**config.mk**
```make
export PLATFORM = sky130hd
export DESIGN_NAME = tuner_serial_regs
export DESIGN_NICKNAME = d
export VERILOG_FILES = /design/src/rtl/tuner_serial_pkg.sv /design/src/rtl/serial_line_sync.sv /design/src/rtl/serial_word_capture.sv /design/src/rtl/tuner_reg_bank.sv /design/src/rtl/tuner_serial_regs.sv
export SDC_FILE = /design/constraint.sdc
export NUM_CORES = 1
export LEC_CHECK = 0
export CAP_MARGIN = 15
export CORE_UTILIZATION = 30
export CTS_BUF_LIST = sky130_fd_sc_hd__clkbuf_4 sky130_fd_sc_hd__clkbuf_8
export DETAILED_ROUTE_END_ITERATION = 10
export PLACE_DENSITY = 0.5
export SYNTH_ARGS = -nofsm -noshare
export SYNTH_HDL_FRONTEND = slang
export SYNTH_SLANG_ARGS = --single-unit
```
**constraint.sdc**
```tcl
create_clock -name clk -period 1.45 [get_ports clk]
set_input_delay 0.2175 -clock clk [delete_from_list [all_inputs] [get_ports clk]]
set_output_delay 0.2175 -clock clk [all_outputs]
set_load 0.05 [all_outputs]
```
**src/rtl/tuner_serial_pkg.sv**
```systemverilog
// Shared constants and address codes for the tuner serial register interface.
// Assumes a fixed word of 8 bits: 2 address bits above 6 data bits.
package tuner_serial_pkg;
    localparam int WORD_BITS  = 8;
    localparam int ADDR_BITS  = 2;
    localparam int DATA_BITS  = WORD_BITS - ADDR_BITS;
    localparam int RATIO_BITS = 8;
    localparam int SWC_BITS   = DATA_BITS;
    localparam int TEST_BITS  = 3;
    localparam int CNT_BITS   = $clog2(WORD_BITS + 2);

    typedef enum logic [ADDR_BITS-1:0] {
        WA_CTRL   = 2'b00,
        WA_CTRLHI = 2'b01,
        WA_RATLO  = 2'b10,
        WA_SWALLOW = 2'b11
    } word_addr_e;
endpackage

```
**src/rtl/serial_line_sync.sv**
```systemverilog
// Synchroniser and edge detector for a group of slow asynchronous lines.
// Assumes STAGES >= 2 and that each line stays put for more than STAGES+1 clocks.
module serial_line_sync #(
    parameter int LINES  = 3,
    parameter int STAGES = 2
) (
    input  logic             clk,
    input  logic             rst_n,
    input  logic [LINES-1:0] pins,
    output logic [LINES-1:0] level,
    output logic [LINES-1:0] rise,
    output logic [LINES-1:0] fall
);
    for (genvar g = 0; g < LINES; g++) begin : g_line
        logic [STAGES-1:0] chain;
        logic              last;

        // Move the pin through the synchroniser chain and keep the previous level.
        always_ff @(posedge clk) begin
            if (!rst_n) begin
                chain <= '0;
                last  <= 1'b0;
            end else begin
                chain <= {chain[STAGES-2:0], pins[g]};
                last  <= chain[STAGES-1];
            end
        end

        assign level[g] = chain[STAGES-1];
        assign rise[g]  = chain[STAGES-1] & ~last;
        assign fall[g]  = ~chain[STAGES-1] & last;
    end
endmodule

```
**src/rtl/serial_word_capture.sv**
```systemverilog
// Shifts in serial bits MSB first and counts them. At the end of a frame it
// flags the word as good only when exactly WORD_BITS bits were taken.
// Assumes synchronised, edge-detected inputs from serial_line_sync.
module serial_word_capture
    import tuner_serial_pkg::*;
(
    input  logic                 clk,
    input  logic                 rst_n,
    input  logic                 en_level,
    input  logic                 en_rise,
    input  logic                 en_fall,
    input  logic                 sclk_fall,
    input  logic                 sdata,
    output logic                 word_ok,
    output logic [WORD_BITS-1:0] word,
    output logic [CNT_BITS-1:0]  bit_cnt
);
    localparam logic [CNT_BITS-1:0] CNT_FULL = CNT_BITS'(WORD_BITS);
    localparam logic [CNT_BITS-1:0] CNT_SAT  = CNT_BITS'(WORD_BITS + 1);

    logic [WORD_BITS-1:0] shreg;

    // Restart the count at frame start, and shift plus count on each bit clock.
    always_ff @(posedge clk) begin
        if (!rst_n) begin
            shreg   <= '0;
            bit_cnt <= '0;
        end else if (en_rise) begin
            bit_cnt <= '0;
        end else if (en_level && sclk_fall) begin
            shreg <= {shreg[WORD_BITS-2:0], sdata};
            if (bit_cnt != CNT_SAT)
                bit_cnt <= bit_cnt + 1'b1;
        end
    end

    assign word    = shreg;
    assign word_ok = en_fall && (bit_cnt == CNT_FULL);
endmodule

```
**src/rtl/tuner_reg_bank.sv**
```systemverilog
// Buffer registers written by valid words. The programmable ratio is staged
// and only committed when a swallow-count word arrives, which also ends standby.
// Assumes word_ok is a single-cycle strobe with word stable during it.
module tuner_reg_bank
    import tuner_serial_pkg::*;
(
    input  logic                  clk,
    input  logic                  rst_n,
    input  logic                  word_ok,
    input  logic [WORD_BITS-1:0]  word,
    output logic [TEST_BITS-1:0]  test_bits,
    output logic                  flag_reg,
    output logic [1:0]            pump_sel,
    output logic                  ref_sel,
    output logic                  lpf_sel,
    output logic                  swallow_mode,
    output logic                  am_band,
    output logic [RATIO_BITS-1:0] prog_ratio,
    output logic [SWC_BITS-1:0]   swallow_cnt,
    output logic                  standby
);
    logic [RATIO_BITS-1:0] ratio_stage;
    logic [DATA_BITS-1:0]  dat;
    word_addr_e            adr;

    assign adr = word_addr_e'(word[WORD_BITS-1 -: ADDR_BITS]);
    assign dat = word[DATA_BITS-1:0];

    // Write the addressed buffer register on a valid word.
    always_ff @(posedge clk) begin
        if (!rst_n) begin
            test_bits    <= '0;
            flag_reg     <= 1'b0;
            pump_sel     <= '0;
            ref_sel      <= 1'b0;
            lpf_sel      <= 1'b0;
            swallow_mode <= 1'b0;
            am_band      <= 1'b0;
            ratio_stage  <= '0;
            prog_ratio   <= '0;
            swallow_cnt  <= '0;
            standby      <= 1'b1;
        end else if (word_ok) begin
            case (adr)
                WA_CTRL: begin
                    test_bits   <= dat[5:3];
                    flag_reg    <= dat[2];
                    pump_sel[0] <= dat[1];
                    ref_sel     <= dat[0];
                end
                WA_CTRLHI: begin
                    ratio_stage[7:6] <= dat[5:4];
                    lpf_sel          <= dat[3];
                    pump_sel[1]      <= dat[2];
                    swallow_mode     <= dat[1];
                    am_band          <= dat[0];
                end
                WA_RATLO: begin
                    ratio_stage[5:0] <= dat[5:0];
                end
                default: begin
                    swallow_cnt <= dat;
                    prog_ratio  <= ratio_stage;
                    standby     <= 1'b0;
                end
            endcase
        end
    end
endmodule

```
**src/rtl/tuner_serial_regs.sv**
```systemverilog
// Top of the three-line serial register interface: synchronises the lines,
// captures 8-bit words and writes them into the buffer register bank.
// Assumes the serial clock half-period exceeds SYNC_STAGES+2 system clocks.
module tuner_serial_regs
    import tuner_serial_pkg::*;
#(
    parameter int SYNC_STAGES = 2
) (
    input  logic                  clk,
    input  logic                  rst_n,
    input  logic                  ser_clk,
    input  logic                  ser_data,
    input  logic                  ser_en,
    output logic [TEST_BITS-1:0]  test_bits,
    output logic                  out_flag,
    output logic [1:0]            pump_sel,
    output logic                  ref_sel,
    output logic                  lpf_sel,
    output logic                  swallow_mode,
    output logic                  am_band,
    output logic [RATIO_BITS-1:0] prog_ratio,
    output logic [SWC_BITS-1:0]   swallow_cnt,
    output logic                  standby
);
    localparam int L_CLK = 0;
    localparam int L_DAT = 1;
    localparam int L_EN  = 2;

    logic [2:0]           lvl, rse, fll;
    logic                 word_ok;
    logic [WORD_BITS-1:0] word;
    logic [CNT_BITS-1:0]  bit_cnt;
    logic                 flag_reg;

    serial_line_sync #(.LINES(3), .STAGES(SYNC_STAGES)) u_sync (
        .clk   (clk),
        .rst_n (rst_n),
        .pins  ({ser_en, ser_data, ser_clk}),
        .level (lvl),
        .rise  (rse),
        .fall  (fll)
    );

    serial_word_capture u_cap (
        .clk       (clk),
        .rst_n     (rst_n),
        .en_level  (lvl[L_EN]),
        .en_rise   (rse[L_EN]),
        .en_fall   (fll[L_EN]),
        .sclk_fall (fll[L_CLK]),
        .sdata     (lvl[L_DAT]),
        .word_ok   (word_ok),
        .word      (word),
        .bit_cnt   (bit_cnt)
    );

    tuner_reg_bank u_bank (
        .clk          (clk),
        .rst_n        (rst_n),
        .word_ok      (word_ok),
        .word         (word),
        .test_bits    (test_bits),
        .flag_reg     (flag_reg),
        .pump_sel     (pump_sel),
        .ref_sel      (ref_sel),
        .lpf_sel      (lpf_sel),
        .swallow_mode (swallow_mode),
        .am_band      (am_band),
        .prog_ratio   (prog_ratio),
        .swallow_cnt  (swallow_cnt),
        .standby      (standby)
    );

    assign out_flag = flag_reg;

    logic unused_rise;
    assign unused_rise = |{rse[L_CLK], rse[L_DAT], fll[L_DAT]};
endmodule

```
==> results of run 1 <==
==> how the worst max path moves through the flow <==
stage	cells past startpoint	startpoint	to
after floorplan	4	u_sync.g_line[2].chain[1]	u_bank.ref_sel
after global placement	5	u_cap.bit_cnt[1]	u_bank.ref_sel
after detailed placement	5	u_cap.bit_cnt[0]	u_bank.test_bits[2]
after CTS	3	u_sync.g_line[2].chain[1]	u_bank.test_bits[2]
after global routing	3	u_sync.g_line[2].chain[1]	u_bank.test_bits[0]
final	3	u_sync.g_line[2].chain[1]	u_bank.flag_reg
==> logic make-up (layout without fill, tap and decap cells) <==
kind of cell / count (synthesis) / in the layout / synth area share (%)
AND/OR/NAND/NOR: 78 / 78 / 20.0
flip-flops: 53 / 53 / 54.2
buffers and inverters: 13 / 55 / 2.62
adder cells (fa/ha/maj): 3 / 3 / 1.92
AO/OA/AOI/OAI: 14 / 14 / 3.84
multiplexers: 34 / 34 / 17.4
==> timing repair <==
item / CTS / global route
buffers inserted: 0 / 1
setup endpoints to repair: 7 / 28
gates resized for setup: 3 / 3
pin swaps: 0 / 1
==> final cells by class <==
class                   instances  area [um2]  share of cell area [%]
flip-flops and latches         53        1060                    37.7
multi-input cells             129         885                    31.4
repair buffers                 44         664                    23.5
clock buffers                   7        96.3                    3.41
well taps                      77        96.3                    3.41
inverters                       3        11.3                   0.399
clock inverters                 1        5.00                   0.177
==> power by group through the flow <==
stage / Clock, mW / Sequential, mW / Combinational [mW]
finish: 0.899 / 1.47 / 0.0599
floorplan: 0 / 1.50 / 0.0341
detailed placement: 0 / 1.50 / 0.0594
global route: 0.990 / 1.47 / 0.0683
CTS: 0.932 / 1.47 / 0.0599
global placement: 0 / 1.50 / 0.0599
==> per-stage QoR <==
stage	area (um2)	power [mW]	util [%]
6_report	2820	2.43	44.7
5_1_grt	2820	2.53	44.7
4_1_cts	2800	2.46	44.3
3_5_place_dp	2680	1.56	42.4
3_3_place_gp	2680	1.56	42.4
2_1_floorplan	1980	1.54	-
==> Yosys cell counts, drive strengths merged <==
cell type,n
dfxtp,53
nand2,45
mux2i,34
nand3,14
o21ai,10
and2,8
clkbuf,8
ha,3
inv,3
a21oi,2
buf,2
nand4b,2
a211o,1
a31oi,1
nand2b,1
nand3b,1
nand4bb,1
nor2,1
nor3,1
nor4b,1
or3,1
or3b,1
or4,1
==> worst register-to-register path, cell delays in order (launching register included) <==
cell	delay (ns)
dfxtp_2	0.33
or3b_4	0.40
or4_4	0.50
mux2i_1	0.15
==> routing by layer <==
metal / track usage (%) / vias up / part of all wire, %
li1: - / 743 / -
met1: 16.8 / 665 / 52
met2: 18.3 / 24 / 43
met3: 4.29 / 3 / 3.8
met4: 3.62 / 0 / 0.84
met5: 0 / - / 0
==> flow_summary.json, run 1 <==
{
  "fillCellCount": 613,
  "routedWlPerCell_um": 12.2,
  "average_instance_area_after_synthesis_um2": 10.0,
  "ys_warn_count": 0,
  "layout.nets": 244,
  "cp_max_fo": 6,
  "grt_antenna_before_repair": 0,
  "final.setup_skew_ns": 0.0110,
  "timing.critical_path.to_type": "flop",
  "arrival_time_at_the_worst_endpoint_ns": 1.69,
  "grt.total_usage_pct": 12.3,
  "seq_area_frac_synth_pct": 54.2,
  "crit_family": "simple AND/OR/NAND/NOR gates",
  "dpl_worst_slack_ns": -0.0539,
  "p_leak_nw": 1.01,
  "holdPathStages": 2,
  "switching_power_as_a_share_of_total_power_pct": 20.8,
  "hold_path_class": "input port to flop",
  "mappedNetlistNets": 203,
  "unrepaired_setup_endpoints_after_global_routing": "yes",
  "place_hpwl_um": 2680,
  "area_growth_syn_to_fin_pct": 44.2,
  "worstHoldStart": "rst_n",
  "max-slew-margin-rel_pct": 73.7,
  "postSynthRegisterBits": 53,
  "start_kind": "flop",
  "detail_route.drc_violations": 0,
  "cts_buf_count": 5,
  "vdd.ir_drop.worst_uv": 604,
  "total_die_area_um2": 6850,
  "worst_setup_path_type": "flop to flop",
  "outcome": "finished, violations left",
  "most_frequent_standard_cell_in_the_layout_excluding_fill_and_tap_cells": "dfxtp_1",
  "finalSetupViolCount": 7,
  "via_count": 1435,
  "yosys.area.top_type_share_pct": 54.2,
  "cap_violations": 0,
  "totalWireLength_um": 3830,
  "switching_power_uw": 505,
  "final_layout_size_suffix_gt1_share_pct": 25.7,
  "timing.final.crit_period_ns": 1.49,
  "power_frac_clock_pct": 37.0,
  "reg2regPathDepth": 3,
  "clock-sinks": 53,
  "detailedRoute.firstPassIterationCount": 5,
  "synth_largest_area_cell": "dfxtp_1",
  "grt_overflow": 0,
  "netlist_area_um2": 1960,
  "cts_tree": "built",
  "timing.critical_path.slowest_cell_delay_ns": 0.50,
  "post_drt_via_cell_ratio": 4.57,
  "synthesis.instances": 195,
  "fin_setup_tns_ns": -0.253,
  "chipWidth_um": 82.8,
  "crit_required_ns": 1.64,
  "holdBufCountCts": 0,
  "reg2reg_from": "u_sync.g_line[2].chain[1]",
  "fp_rows": 29,
  "cts_buffer_depth": 2,
  "clk_latency_ns": 0.31,
  "r2r_setup_slk_ns": -0.04,
  "synth_cell_types": 24,
  "fmax_mhz": 669,
  "global_route_wire_length_before_repair_um": 6190,
  "num_io_pins": 30,
  "fin_hold_ws_ns": 0.263,
  "power.sequential.fraction_pct": 60.5,
  "die_h_um": 82.8,
  "crit-reg2reg-capture": "u_bank.flag_reg",
  "instances_no_fill": 314,
  "antennaDiodeCount": 0,
  "port_buffers": 29,
  "layout_worst_path_cycle_share_pct": 103,
  "layout_common_cells": "dfxtp_1 (51), nand2_1 (44), mux2i_1 (34), buf_12 (26), nand3_1 (14)",
  "finalHoldViolCount": 0,
  "timing.critical_path.cells": "or3b_4 -> or4_4 -> mux2i_1",
  "report.final.slew_viol_count": 0,
  "critical_path_buffers_and_inverters": 0,
  "holdPathEnd": "u_bank.standby",
  "slowest_stage": "or4_4",
  "via_count_of_the_first_global_routing_pass": 1265,
  "clkSlewWorstSetupHoldPaths_ns": 0.10,
  "max_slew.worst_pin.slew_ns": 0.395,
  "grt_start_max_net_pins": 23,
  "detailedRoute.firstIterationViolations": 59,
  "p_int_mw": 1.92,
  "depth_of_the_cts_h_tree": 2,
  "power.combinational.fraction_pct": 2.5,
  "clock_tree.root_cell": "clkbuf_8",
  "gpl.final_weighted_congestion": 0.773,
  "failing_checks": "setup timing",
  "power_density_nw_per_um2": 860,
  "starting_density_of_the_core_pct": 31.0,
  "dp.cells": 305,
  "synth.area.top_cells": "dfxtp_1 (54%), mux2i_1 (17%), nand2_1 (8.6%)",
  "antenna_violating_nets_post_route": 0,
  "core_region_area_um2": 6310,
  "layout_setup_ws_ns": -0.0443
}
No activity file was read; power rests on OpenSTA's default activity.
==> run 2: changes to the inputs <==
- CORE_MARGIN: unset -> 2
- MAX_ROUTING_LAYER: unset -> met4
==> flow_summary.json, run 2 (same netlist as run 1, synthesis figures left out) <==
{
  "finalSetupViolCount": 6,
  "grt_antenna_before_repair": 0,
  "detail_route.drc_violations": 0,
  "cap_violations": 0,
  "depth_of_the_cts_h_tree": 2,
  "dp.cells": 308,
  "place_hpwl_um": 2760,
  "detailedRoute.firstPassIterationCount": 4,
  "fillCellCount": 611,
  "reg2reg_from": "u_sync.g_line[2].chain[1]",
  "chipWidth_um": 84.8,
  "global_route_wire_length_before_repair_um": 6510,
  "start_kind": "flop",
  "layout.nets": 247,
  "cp_max_fo": 6,
  "p_leak_nw": 1.02,
  "max-slew-margin-rel_pct": 79.6,
  "final_layout_size_suffix_gt1_share_pct": 27.2,
  "fin_hold_ws_ns": 0.228,
  "clock-sinks": 53,
  "die_h_um": 84.8,
  "cp-endpoint": "u_bank.test_bits[2]",
  "clock_tree.root_cell": "clkbuf_8",
  "layout_common_cells": "dfxtp_1 (50), nand2_1 (44), mux2i_1 (34), buf_12 (26)",
  "grt.total_usage_pct": 11.7,
  "max_slew.worst_pin.slew_ns": 0.305,
  "instances_no_fill": 316,
  "unrepaired_setup_endpoints_after_global_routing": "yes",
  "grt_start_max_net_pins": 17,
  "num_io_pins": 30,
  "timing.critical_path.to_type": "flop",
  "failing_checks": "setup timing",
  "timing.final.crit_period_ns": 1.50,
  "core_region_area_um2": 6310,
  "outcome": "finished, violations left",
  "clk_latency_ns": 0.30,
  "routedWlPerCell_um": 12.9,
  "fmax_mhz": 668,
  "most_frequent_standard_cell_in_the_layout_excluding_fill_and_tap_cells": "dfxtp_1",
  "finalHoldViolCount": 0,
  "vdd.ir_drop.worst_uv": 448,
  "cts_buffer_depth": 2,
  "cts_tree": "built",
  "area_growth_syn_to_fin_pct": 47.0,
  "r2r_setup_slk_ns": -0.05,
  "layout_setup_ws_ns": -0.0470,
  "report.final.slew_viol_count": 0,
  "antennaDiodeCount": 0,
  "gpl.final_weighted_congestion": 0.792,
  "reg2regPathDepth": 3,
  "via_count_of_the_first_global_routing_pass": 1378,
  "worst_setup_path_type": "flop to flop",
  "antenna_violating_nets_post_route": 0,
  "cts_buf_count": 5,
  "clkSlewWorstSetupHoldPaths_ns": 0.09,
  "grt_overflow": 0,
  "final_core_utilization_pct": 45.6,
  "arrival_time_at_the_worst_endpoint_ns": 1.68,
  "port_buffers": 29,
  "totalWireLength_um": 4060,
  "crit-reg2reg-capture": "u_bank.test_bits[2]",
  "critPathLaunch": "u_sync.g_line[2].chain[1]",
  "power_density_nw_per_um2": 824,
  "post_drt_via_cell_ratio": 4.62,
  "total_die_area_um2": 7190,
  "fin_setup_tns_ns": -0.248,
  "layout_worst_path_cycle_share_pct": 103,
  "final.setup_skew_ns": 0.00639,
  "detailedRoute.firstIterationViolations": 43,
  "starting_density_of_the_core_pct": 31.0,
  "fp_rows": 29,
  "crit_required_ns": 1.64,
  "via_count": 1459,
  "holdBufCountCts": 0,
  "hold_path_class": "input port to flop"
}
## run 2: cell types whose count changed in the layout (fill, tap and decap cells not counted), sizes merged
cell | previous run | this run
buf | 41 | 43
clkinv | 1 | 0
clkinvlp | 0 | 1
## run 2: worst min path at each step
stage | start | endpoint | slack, ns | cells after the start
2_1_floorplan | ser_clk | u_sync.g_line[0].chain[0] | 0.34 | 1
3_3_place_gp | u_sync.g_line[0].chain[0] | u_sync.g_line[0].chain[1] | 0.42 | 1
3_5_place_dp | u_sync.g_line[1].chain[0] | u_sync.g_line[1].chain[1] | 0.42 | 1
4_1_cts | rst_n | u_bank.standby | 0.22 | 2
5_1_grt | rst_n | u_bank.standby | 0.24 | 2
6_report | rst_n | u_bank.standby | 0.23 | 2
## run 2: report_power, final
part / internal [mW] / switching [mW] / total [mW] / leakage [nW]
sequential: 1.46 / 0.00451 / 1.47 / 0.430
combinational: 0.0274 / 0.0357 / 0.0631 / 0.546
clock: 0.378 / 0.460 / 0.838 / 0.0433
## run 2: stage by stage
| step | instance area, um2 | total power [mW] | worst slack, ns |
|---|---|---|---|
| finish | 2880 | 2.37 | -0.0470 |
| global route | 2880 | 2.47 | -0.0663 |
| CTS | 2800 | 2.41 | -0.0493 |
| floorplan | 1980 | 1.54 | -0.0620 |
| global placement | 2700 | 1.56 | -0.0257 |
| detailed placement | 2700 | 1.56 | -0.0359 |
## run 2: critical path, cell delays in order, from the launching register on
cell and delay (ns):
dfxtp_2 0.33, or3b_4 0.41, or4_4 0.50, mux2i_1 0.15
## run 2: timing repair
action,in CTS,in global routing
setup buffers,0,0
cloned,0,1
pin swaps,0,3
gates resized for setup,2,11
setup endpoints to repair,7,31
## run 2: metal layers
layer / vias up / routed length [um] / GRT usage (%)
li1: 742 / - / -
met1: 681 / 1990 / 15.3
met2: 31 / 1860 / 17.3
met3: 5 / 146 / 3.05
met4: 0 / 64 / 4.47
met5: - / 0 / -
## run 2: layout make-up
type / instances / area, um2 / share of cell area, %
sequential: 53 / 1060 / 37.0
tap: 77 / 96.3 / 3.35
timing repair buffer: 47 / 712 / 24.7
multi-input combinational: 129 / 902 / 31.4
clock buffer: 6 / 82.6 / 2.87
inverter: 3 / 11.3 / 0.391
clock inverter: 1 / 7.51 / 0.261
